--- src/rtl/pcr_pkg.sv ---
package pcr_pkg;

    localparam int ADDR_W = 4;
    localparam int DATA_W = 16;

    localparam logic [ADDR_W-1:0] A_VERSION = 4'h0;
    localparam logic [ADDR_W-1:0] A_BOARD   = 4'h1;
    localparam logic [ADDR_W-1:0] A_I2C     = 4'h2;
    localparam logic [ADDR_W-1:0] A_FLIM    = 4'h3;
    localparam logic [ADDR_W-1:0] A_FWDG    = 4'h4;
    localparam logic [ADDR_W-1:0] A_RSTCTL  = 4'h5;

    localparam int CTL_UNLOCK_BIT = 0;
    localparam int CTL_CMD_BIT    = 1;

    typedef enum logic [1:0] {
        GUARD_LOCKED = 2'd0,
        GUARD_ARMED  = 2'd1,
        GUARD_FIRING = 2'd2
    } guard_state_t;

endpackage

--- src/rtl/pcr_sticky_bank.sv ---
module pcr_sticky_bank #(
    parameter int W = 6
) (
    input  logic         clk,
    input  logic         rst_n,
    input  logic [W-1:0] set_i,
    input  logic         clr_wr_i,
    input  logic [W-1:0] clr_mask_i,
    output logic [W-1:0] flags_o
);

    logic [W-1:0] clr_eff;

    assign clr_eff = clr_wr_i ? clr_mask_i : '0;

    for (genvar i = 0; i < W; i++) begin : g_flag
        always_ff @(posedge clk or negedge rst_n) begin
            if (!rst_n)
                flags_o[i] <= 1'b0;
            else if (set_i[i])
                flags_o[i] <= 1'b1;
            else if (clr_eff[i])
                flags_o[i] <= 1'b0;
        end
    end

    // a set pulse always leaves its bit at 1, clear or not
    p_set_wins_r5: assert property (@(posedge clk) disable iff (!rst_n)
        (set_i != '0) |=> ((flags_o & $past(set_i)) == $past(set_i)));

    // no bit rises without an event
    p_no_spurious_set_r3: assert property (@(posedge clk) disable iff (!rst_n)
        1'b1 |=> ((flags_o & ~$past(flags_o) & ~$past(set_i)) == '0));

    // without a clear write, every set bit holds
    p_sticky_hold_r4: assert property (@(posedge clk) disable iff (!rst_n)
        !clr_wr_i |=> ((flags_o & $past(flags_o)) == $past(flags_o)));

endmodule

--- src/rtl/pcr_reset_guard.sv ---
module pcr_reset_guard
    import pcr_pkg::*;
(
    input  logic clk,
    input  logic rst_n,
    input  logic ctrl_wr_i,
    input  logic wr_unlock_i,
    input  logic wr_cmd_i,
    output logic unlock_o,
    output logic rst_req_o
);

    guard_state_t state, state_nx;

    always_ff @(posedge clk or negedge rst_n) begin
        if (!rst_n)
            state <= GUARD_LOCKED;
        else
            state <= state_nx;
    end

    always_comb begin
        state_nx = state;
        unique case (state)
            GUARD_LOCKED: begin
                if (ctrl_wr_i && wr_unlock_i)
                    state_nx = GUARD_ARMED;
            end
            GUARD_ARMED: begin
                if (ctrl_wr_i) begin
                    if (wr_cmd_i)
                        state_nx = GUARD_FIRING;
                    else if (!wr_unlock_i)
                        state_nx = GUARD_LOCKED;
                end
            end
            GUARD_FIRING: begin
                if (ctrl_wr_i && wr_unlock_i)
                    state_nx = GUARD_ARMED;
                else
                    state_nx = GUARD_LOCKED;
            end
            default: state_nx = GUARD_LOCKED;
        endcase
    end

    always_comb begin
        unlock_o  = 1'b0;
        rst_req_o = 1'b0;
        unique case (state)
            GUARD_LOCKED: ;
            GUARD_ARMED:  unlock_o  = 1'b1;
            GUARD_FIRING: rst_req_o = 1'b1;
            default: ;
        endcase
    end

    // a request is a single cycle
    p_req_single_r8: assert property (@(posedge clk) disable iff (!rst_n)
        rst_req_o |=> !rst_req_o);

    // a request needs a prior unlock and a command write
    p_req_needs_unlock_r8: assert property (@(posedge clk) disable iff (!rst_n)
        $rose(rst_req_o) |-> ($past(unlock_o) && $past(ctrl_wr_i && wr_cmd_i)));

    // unlock is gone while the request is out
    p_unlock_dropped_r8: assert property (@(posedge clk) disable iff (!rst_n)
        rst_req_o |-> !unlock_o);

    // a command while locked never fires
    p_locked_no_fire_r9: assert property (@(posedge clk) disable iff (!rst_n)
        (!unlock_o && ctrl_wr_i && wr_cmd_i) |=> !rst_req_o);

endmodule

--- src/rtl/pcr_read_mux.sv ---
module pcr_read_mux
    import pcr_pkg::*;
#(
    parameter int NUM_CH = 6,
    parameter int NUM_SW = 8,
    parameter int HW_W   = 6,
    parameter int FW_W   = 8
) (
    input  logic              clk,
    input  logic              rst_n,
    input  logic              rd_en,
    input  logic [ADDR_W-1:0] addr,
    input  logic [FW_W-1:0]   fw_byte,
    input  logic [HW_W-1:0]   hw_ver,
    input  logic [NUM_SW-1:0] sw_in,
    input  logic              tnet_present,
    input  logic [1:0]        i2c_flags,
    input  logic [NUM_CH-1:0] flim_flags,
    input  logic [NUM_CH-1:0] fwdg_flags,
    input  logic              unlock,
    output logic [DATA_W-1:0] rdata
);

    logic [DATA_W-1:0] sel;
    logic              mapped;

    always_comb begin
        sel    = '0;
        mapped = 1'b1;
        unique case (addr)
            A_VERSION: begin
                sel[FW_W-1:0]           = fw_byte;
                sel[FW_W+HW_W-1:FW_W]   = hw_ver;
            end
            A_BOARD: begin
                sel[NUM_SW-1:0] = sw_in;
                sel[NUM_SW]     = tnet_present;
            end
            A_I2C:    sel[1:0]        = i2c_flags;
            A_FLIM:   sel[NUM_CH-1:0] = flim_flags;
            A_FWDG:   sel[NUM_CH-1:0] = fwdg_flags;
            A_RSTCTL: sel[CTL_UNLOCK_BIT] = unlock;
            default:  mapped = 1'b0;
        endcase
    end

    always_ff @(posedge clk or negedge rst_n) begin
        if (!rst_n)
            rdata <= '0;
        else if (rd_en)
            rdata <= sel;
    end

    // unmapped reads return zero
    p_unmapped_zero_r10: assert property (@(posedge clk) disable iff (!rst_n)
        (rd_en && !mapped) |=> (rdata == '0));

    // rdata holds between reads
    p_rdata_hold_r11: assert property (@(posedge clk) disable iff (!rst_n)
        !rd_en |=> $stable(rdata));

endmodule

--- src/rtl/pcr_status_regs.sv ---
module pcr_status_regs
    import pcr_pkg::*;
#(
    parameter int NUM_CH   = 6,
    parameter int NUM_SW   = 8,
    parameter int HW_W     = 6,
    parameter int FW_MAJOR = 2,
    parameter int FW_MINOR = 3
) (
    input  logic              clk,
    input  logic              rst_n,
    input  logic [ADDR_W-1:0] addr,
    input  logic [DATA_W-1:0] wdata,
    input  logic              wr_en,
    input  logic              rd_en,
    output logic [DATA_W-1:0] rdata,
    input  logic [NUM_SW-1:0] sw_in,
    input  logic              tnet_present,
    input  logic [HW_W-1:0]   hw_ver,
    input  logic              i2c_tmo_ev,
    input  logic              i2c_badaddr_ev,
    input  logic [NUM_CH-1:0] flim_ev,
    input  logic [NUM_CH-1:0] fwdg_ev,
    output logic              logic_rst_req
);

    localparam int          FW_W    = 8;
    localparam logic [3:0]  FW_HI   = 4'(FW_MAJOR);
    localparam logic [3:0]  FW_LO   = 4'(FW_MINOR);
    localparam logic [FW_W-1:0] FW_BYTE = {FW_HI, FW_LO};

    logic wr_i2c, wr_flim, wr_fwdg, wr_ctl;
    logic [1:0]        i2c_flags;
    logic [NUM_CH-1:0] flim_flags;
    logic [NUM_CH-1:0] fwdg_flags;
    logic              unlock;
    logic              unused_wbits;

    assign wr_i2c  = wr_en && (addr == A_I2C);
    assign wr_flim = wr_en && (addr == A_FLIM);
    assign wr_fwdg = wr_en && (addr == A_FWDG);
    assign wr_ctl  = wr_en && (addr == A_RSTCTL);
    assign unused_wbits = ^wdata[DATA_W-1:NUM_CH];

    pcr_sticky_bank #(.W(2)) i_i2c_bank (
        .clk       (clk),
        .rst_n     (rst_n),
        .set_i     ({i2c_badaddr_ev, i2c_tmo_ev}),
        .clr_wr_i  (wr_i2c),
        .clr_mask_i(wdata[1:0]),
        .flags_o   (i2c_flags)
    );

    pcr_sticky_bank #(.W(NUM_CH)) i_flim_bank (
        .clk       (clk),
        .rst_n     (rst_n),
        .set_i     (flim_ev),
        .clr_wr_i  (wr_flim),
        .clr_mask_i(wdata[NUM_CH-1:0]),
        .flags_o   (flim_flags)
    );

    pcr_sticky_bank #(.W(NUM_CH)) i_fwdg_bank (
        .clk       (clk),
        .rst_n     (rst_n),
        .set_i     (fwdg_ev),
        .clr_wr_i  (wr_fwdg),
        .clr_mask_i(wdata[NUM_CH-1:0]),
        .flags_o   (fwdg_flags)
    );

    pcr_reset_guard i_guard (
        .clk        (clk),
        .rst_n      (rst_n),
        .ctrl_wr_i  (wr_ctl),
        .wr_unlock_i(wdata[CTL_UNLOCK_BIT]),
        .wr_cmd_i   (wdata[CTL_CMD_BIT]),
        .unlock_o   (unlock),
        .rst_req_o  (logic_rst_req)
    );

    pcr_read_mux #(
        .NUM_CH(NUM_CH),
        .NUM_SW(NUM_SW),
        .HW_W  (HW_W),
        .FW_W  (FW_W)
    ) i_rmux (
        .clk         (clk),
        .rst_n       (rst_n),
        .rd_en       (rd_en),
        .addr        (addr),
        .fw_byte     (FW_BYTE),
        .hw_ver      (hw_ver),
        .sw_in       (sw_in),
        .tnet_present(tnet_present),
        .i2c_flags   (i2c_flags),
        .flim_flags  (flim_flags),
        .fwdg_flags  (fwdg_flags),
        .unlock      (unlock),
        .rdata       (rdata)
    );

    // I2C timeout event lands on bit 0 of its register
    p_i2c_tmo_bit_r6: assert property (@(posedge clk) disable iff (!rst_n)
        i2c_tmo_ev |=> i2c_flags[0]);

    // unlock rises only from a control write
    p_unlock_from_write_r9: assert property (@(posedge clk) disable iff (!rst_n)
        $rose(unlock) |-> $past(wr_ctl));

endmodule

--- config.mk ---
export PLATFORM = sky130hd
export DESIGN_NAME = pcr_status_regs
export DESIGN_NICKNAME = d
export VERILOG_FILES = /design/src/rtl/pcr_pkg.sv /design/src/rtl/pcr_sticky_bank.sv /design/src/rtl/pcr_reset_guard.sv /design/src/rtl/pcr_read_mux.sv /design/src/rtl/pcr_status_regs.sv
export SDC_FILE = /design/constraint.sdc
export NUM_CORES = 1
export LEC_CHECK = 0
export CORE_MARGIN = 3
export CORE_UTILIZATION = 44
export DETAILED_ROUTE_END_ITERATION = 6
export GPL_TIMING_DRIVEN = 0
export PLACE_DENSITY = 0.84
export SLEW_MARGIN = 15
export SYNTH_ARGS = -nofsm -noshare
export SYNTH_HDL_FRONTEND = slang
export SYNTH_HIERARCHICAL = 1
export SYNTH_SLANG_ARGS = --single-unit
--- constraint.sdc ---
create_clock -name clk -period 1.9 [get_ports clk]
set_input_delay 0.475 -clock clk [delete_from_list [all_inputs] [get_ports clk]]
set_output_delay 0.475 -clock clk [all_outputs]
set_load 0.01 [all_outputs]
Word level (Yosys, flattened, before mapping)
Cells that the tools add are included.
Storage, ports and cells
  register bits after elaboration: 30
  input port bits: 53
  output and inout port bits: 17
  logic and storage cells: 92
Cells by class
  equal/unequal tests: 10
  muxes and demuxes: 44
  reduce and logical (&&, ||, !) cells: 22
Operator list (count)
  $mux 1: 31
  $reduce_bool 2->1: 14
  $pmux 4 s4: 1
  $mux 6: 2
  $mux 2: 5
  $eq 4x2->1 const B: 2
  $eq 4x3->1 const B: 2
  $pmux 1 s6: 1
  $pmux 2 s3: 1
  $pmux 3 s2: 1
  $logic_and 1x1->1: 5
  $mux 5: 1
  $pmux 1 s5: 1
  $eq 4x1->1 const B: 1
  $logic_not 4->1: 1
  $ne 2x1->1 const B: 2
  $ne 3x3->1 const B: 1
  $reduce_and 3->1: 1
  $eq 2x1->1 const B: 1
  $eq 2x2->1 const B: 1
  $logic_not 2->1: 1

Depth between registers and ports, before layout
Gate-level depths: netlist (run 1).
  depth in word-level cells: 5
  gate-level depth with buffers: 5
  gate-level depth less buffers: 5

Cells and area by module
The synthesis (run 1) kept the hierarchy.
By module, submodules not included
  pcr_read_mux: times used 1, cells each 85, area an instance 850.8 µm², sequential area each 350.3 µm²
  pcr_sticky_bank at i_flim_bank ...: times used 2, cells each 18, area an instance 217.7 µm², sequential area each 150.1 µm²
  pcr_reset_guard: times used 1, cells each 9, area an instance 100.1 µm², sequential area each 50.0 µm²
  pcr_sticky_bank at i_i2c_bank: times used 1, cells each 6, area an instance 72.6 µm², sequential area each 50.0 µm²
  pcr_status_regs: times used 1, cells each 10, area an instance 51.3 µm², sequential area each 0.0 µm²

Worst setup path after synthesis (run 1)
OpenSTA, ideal clock, no wires.
  path type: input-to-reg
  from: input addr[0]
  to: register i_fwdg_bank.flags_o[5]
  library setup time: 118 ps
  arrival time: 1350 ps
  data required time: 1782 ps
  slack: 432 ps
  cell stages on the path: 4
  path buffers: 0
  cell sequence: or3b_1 > nor2_1 > nand2_1 > a21o_1
Between the ends
  cells in the longest elaborated chain, start to end: 4
Ends and longest elaborated chain
  start: declaration: RTL line pcr_status_regs.sv:12  | input logic [ADDR_W-1:0] addr,
  $eq 4x3->1: RTL line pcr_status_regs.sv:41  | assign wr_fwdg = wr_en && (addr == A_FWDG);
  $logic_and 1x1->1: RTL line pcr_status_regs.sv:41
  via wr_fwdg: RTL line pcr_status_regs.sv:32  | logic wr_i2c, wr_flim, wr_fwdg, wr_ctl;
  $mux 6: RTL line pcr_sticky_bank.sv:14  | assign clr_eff = clr_wr_i ? clr_mask_i : '0;
  $reduce_bool 2->1 (no line)
  end signal: indexed assignment: RTL line pcr_sticky_bank.sv:19  | flags_o[i] <= 1'b0;
  end signal: indexed assignment: RTL line pcr_sticky_bank.sv:21  | flags_o[i] <= 1'b1;
  end signal: indexed assignment: RTL line pcr_sticky_bank.sv:23  | flags_o[i] <= 1'b0;
  end: declaration: RTL line pcr_sticky_bank.sv:9  | output logic [W-1:0] flags_o
The timed path passes the listed nets, and every way through them passes these cells.
A chain may end at the register's enable or synchronous reset.

Worst setup path in the final report (run 1)
  from: input addr[0]
  to: register i_rmux.rdata[1]
Between the ends
  cells in the longest elaborated chain, start to end: 2
  elaborated cells on any way between the ends: 6
  classes of those cells: 4 x eq/ne; 1 x mux; 1 x reduce/logical
Ends and longest elaborated chain
  $eq 4x3->1 (tied with other cells): RTL line pcr_read_mux.sv:30  | unique case (addr)
  $pmux 1 s5 (*): RTL line pcr_read_mux.sv:30
  end signal: assignment: RTL line pcr_read_mux.sv:51  | rdata <= sel;
  end: declaration: RTL line pcr_read_mux.sv:21  | output logic [DATA_W-1:0] rdata
Mark *: on every way between the ends. The rest lies on a longest branch, timed or not.

==> run metrics, run 1 <==
status=complete, no violations; cell area after synthesis=1510 um^2; max cap viols=0; DP HPWL=2.90 mm; most used flip-flop cell after synthesis=dfrtp_1; clk sinks=30; DRT Pass-1 Iters=4; Crit-path slowest cell=clkdlybuf4s50_1; Finished Core Util=70.9%; register area share after synthesis=49.7%; Worst Path Class, Setup=input pin to flip-flop; Overall Power=1410 uW; final period utilization=94.0%; largest net degree at the start of global routing=31; post-synthesis compound-gate area fraction=22.3%; ranking of synthesized cells by area=dfrtp_1 (50%), a21o_1 (7.5%), o2bb2ai_1 (5.8%), nand2_1 (5.7%), nor2_1 (4.2%); XOR/XNOR Fraction of Synth Area=0%; DR vias/cell=5.21; layout cells sized above 1=10.1%; filler instances=254; Fmax=560 MHz; Synth Area in Adders=0%; met3 GRT Util=5.03%; Yosys reg bits=30; diode count=0; max-slew violations=0; initial antenna violation count=0; global-route usage over all layers=18.5%; Clock Latency Late Sink=0.34 ns; Yosys warning count=6; number of synthesized flops with an enable pin=0; multiplexer area fraction after synthesis=5.05%; M2 GR Usage=32.5%; Remaining DRCs=0; CTS tree=built; CP Capture Type=flip-flop; I/O Buffers=56; ys async rst share=100%; reg2reg end=i_rmux/rdata[0]; post-route ant nets=0; WP data arrival=2.02 ns; simple-gate portion of the synthesized area=18.6%; r2r setup slk=0.52 ns; cell with the most instances after synthesis=dfrtp_1; Worst Slack Setup Final=0.114 ns; VDD IR max=366 uV; CP max stage delay=0.56 ns; syn_area_per_cell=10.3 um^2; die width=64.6 um; via count=1,360; Slew HR=55.1%; Tmin final=1.79 ns; Power Density=629 nW/um^2; total grt overflow=0; CTS HTree Levels=2; share of the synthesized area in the top cell type=49.7%; Worst Tran Pin Value=0.674 ns; crit path max fanout=10; crit-path cells=clkdlybuf4s50_1 -> buf_6 -> mux2_4 -> a32oi_1 -> o31ai_1 -> a32o_1; post-CTS setup buffer count=0; Setup crit end=i_rmux/rdata[1]; reg-to-reg critical path startpoint=i_guard/state[0]; Die ar.=4170 um^2; Die Ht=64.6 um; Register-to-Register Path Depth=5; Leak Pwr=0.000900 uW; total CTS buffers=5; Cell variety after synth=33; Placer Congestion=0.788; IO Count=70; Cells after Synth=146; number of global-route vias before repair=1,345; Final Setup Violations=0; Rows=20; drt first-iter violations=76; Post-synth top cells=dfrtp_1 (30), nand2_1 (23), nor2_1 (17), a21o_1 (15), o2bb2ai_1 (10); Data required, critical path=2.13 ns; Core Region=3150 um^2; Final Hold Vio Count=0; Hold Crit Class=input pin to async pin; first-pass GRT wire length=5.98 mm; clock slew seen by the registers of the worst setup and hold paths=0.10 ns; routed wire length=3.63 mm; Setup WS pre-CTS=-0.367 ns; Critical Path Start Type=input pin; crit path from=addr[0]; clock root cell=clkbuf_4; main combinational cell family by area after synthesis=compound AO/OA/AOI/OAI gates; Top Usage Layer GRT=met2; WL per Instance=13.9 um; CTS Buffer Depth=2; Area Overhead vs Synth=48.1%; Yosys top cell by area=dfrtp_1; Initial Util=47.9%; met1 Use GR=20.9%; unrepaired setup endpoints after global routing=false; clk_skew=0.00587 ns; nets@finish=269
-- layout make-up --
type	instances	area, um^2	share of cell area [%]
timing repair buffer	56	554	24.8
inverter	2	7.51	0.336
multi-input combinational	114	738	33.0
clock buffer	8	78.8	3.53
tap	44	55.1	2.46
buffer	7	51.3	2.29
sequential	30	751	33.6
-- timing repair --
action,CTS,global route
resized for setup,2,2
endpoints found under the setup margin,2,7
hold buffers,0,0
pin swaps,0,0
-- registers in the layout, indices dropped and copies added, names as in the netlist --
name                 cells
i_rmux/rdata            14
i_flim_bank/flags_o      6
i_fwdg_bank/flags_o      6
i_guard/state            2
i_i2c_bank/flags_o       2
-- cells by family (layout without fill, tap and decap cells) --
kind of cell,after synthesis,in the layout
AOI/OAI and AO/OA,42,42
buffers and inverters,9,73
and+or+nand+nor,55,55
other,3,10
DFF,30,30
muxes,7,7
-- layer usage --
metal	wire, um	vias to the layer above
li1	-	660
met1	1450	643
met2	1850	51
met3	277	6
met4	49	0
met5	0	-
-- worst max-delay path, delay by kind of cell --
family,cells,cell delay [ns]
buf+inv,2,0.73
compound gates,3,0.51
mux,1,0.30
-- worst min path at each step --
stage                                 from                      to
after floorplan                      rst_n  i_flim_bank/flags_o[0]
after global placement    i_guard/state[0]        i_guard/state[0]
after detailed placement  i_guard/state[0]        i_guard/state[0]
after CTS                            rst_n         i_rmux/rdata[7]
after global routing                 rst_n         i_rmux/rdata[7]
final                                rst_n         i_rmux/rdata[7]
-- stage by stage --
step | setup TNS, ns | hold WS, ns | cell area, um^2 | instances
2_1_floorplan | 0 | 0.179 | 1540 | 153
3_3_place_gp | -7.63 | 0.446 | 2150 | 253
3_5_place_dp | -4.49 | 0.467 | 2150 | 253
4_1_cts | 0 | 0.177 | 2230 | 261
5_1_grt | 0 | 0.203 | 2240 | 261
6_report | 0 | 0.160 | 2240 | 261
-- where the power goes --
group	switching, uW	internal (uW)
Sequential	14.0	660
Combinational	107	154
Clock	218	253
-- cells in the final DEF, fill, tap and decap left out, types with 2 or more instances in the layout --
cell type	n
a21o_1	15
a221oi_1	6
a22oi_1	2
a32o_1	2
and3_1	3
buf_2	3
buf_4	2
buf_6	2
clkbuf_4	5
clkbuf_8	3
clkdlybuf4s50_1	54
conb_1	10
dfrtp_1	30
inv_1	2
mux2i_1	5
nand2_1	23
nand2b_1	2
nor2_1	16
nor2b_1	2
o21ai_0	3
o2bb2ai_1	10
Power figures use the tool's default switching activity.
==> inputs of run 2 (changes only) <==
Settings changed: SLEW_MARGIN 15 to 20.
==> results of run 2 <==
No change in the layout: final DEF, timing and power equal those of run 1.
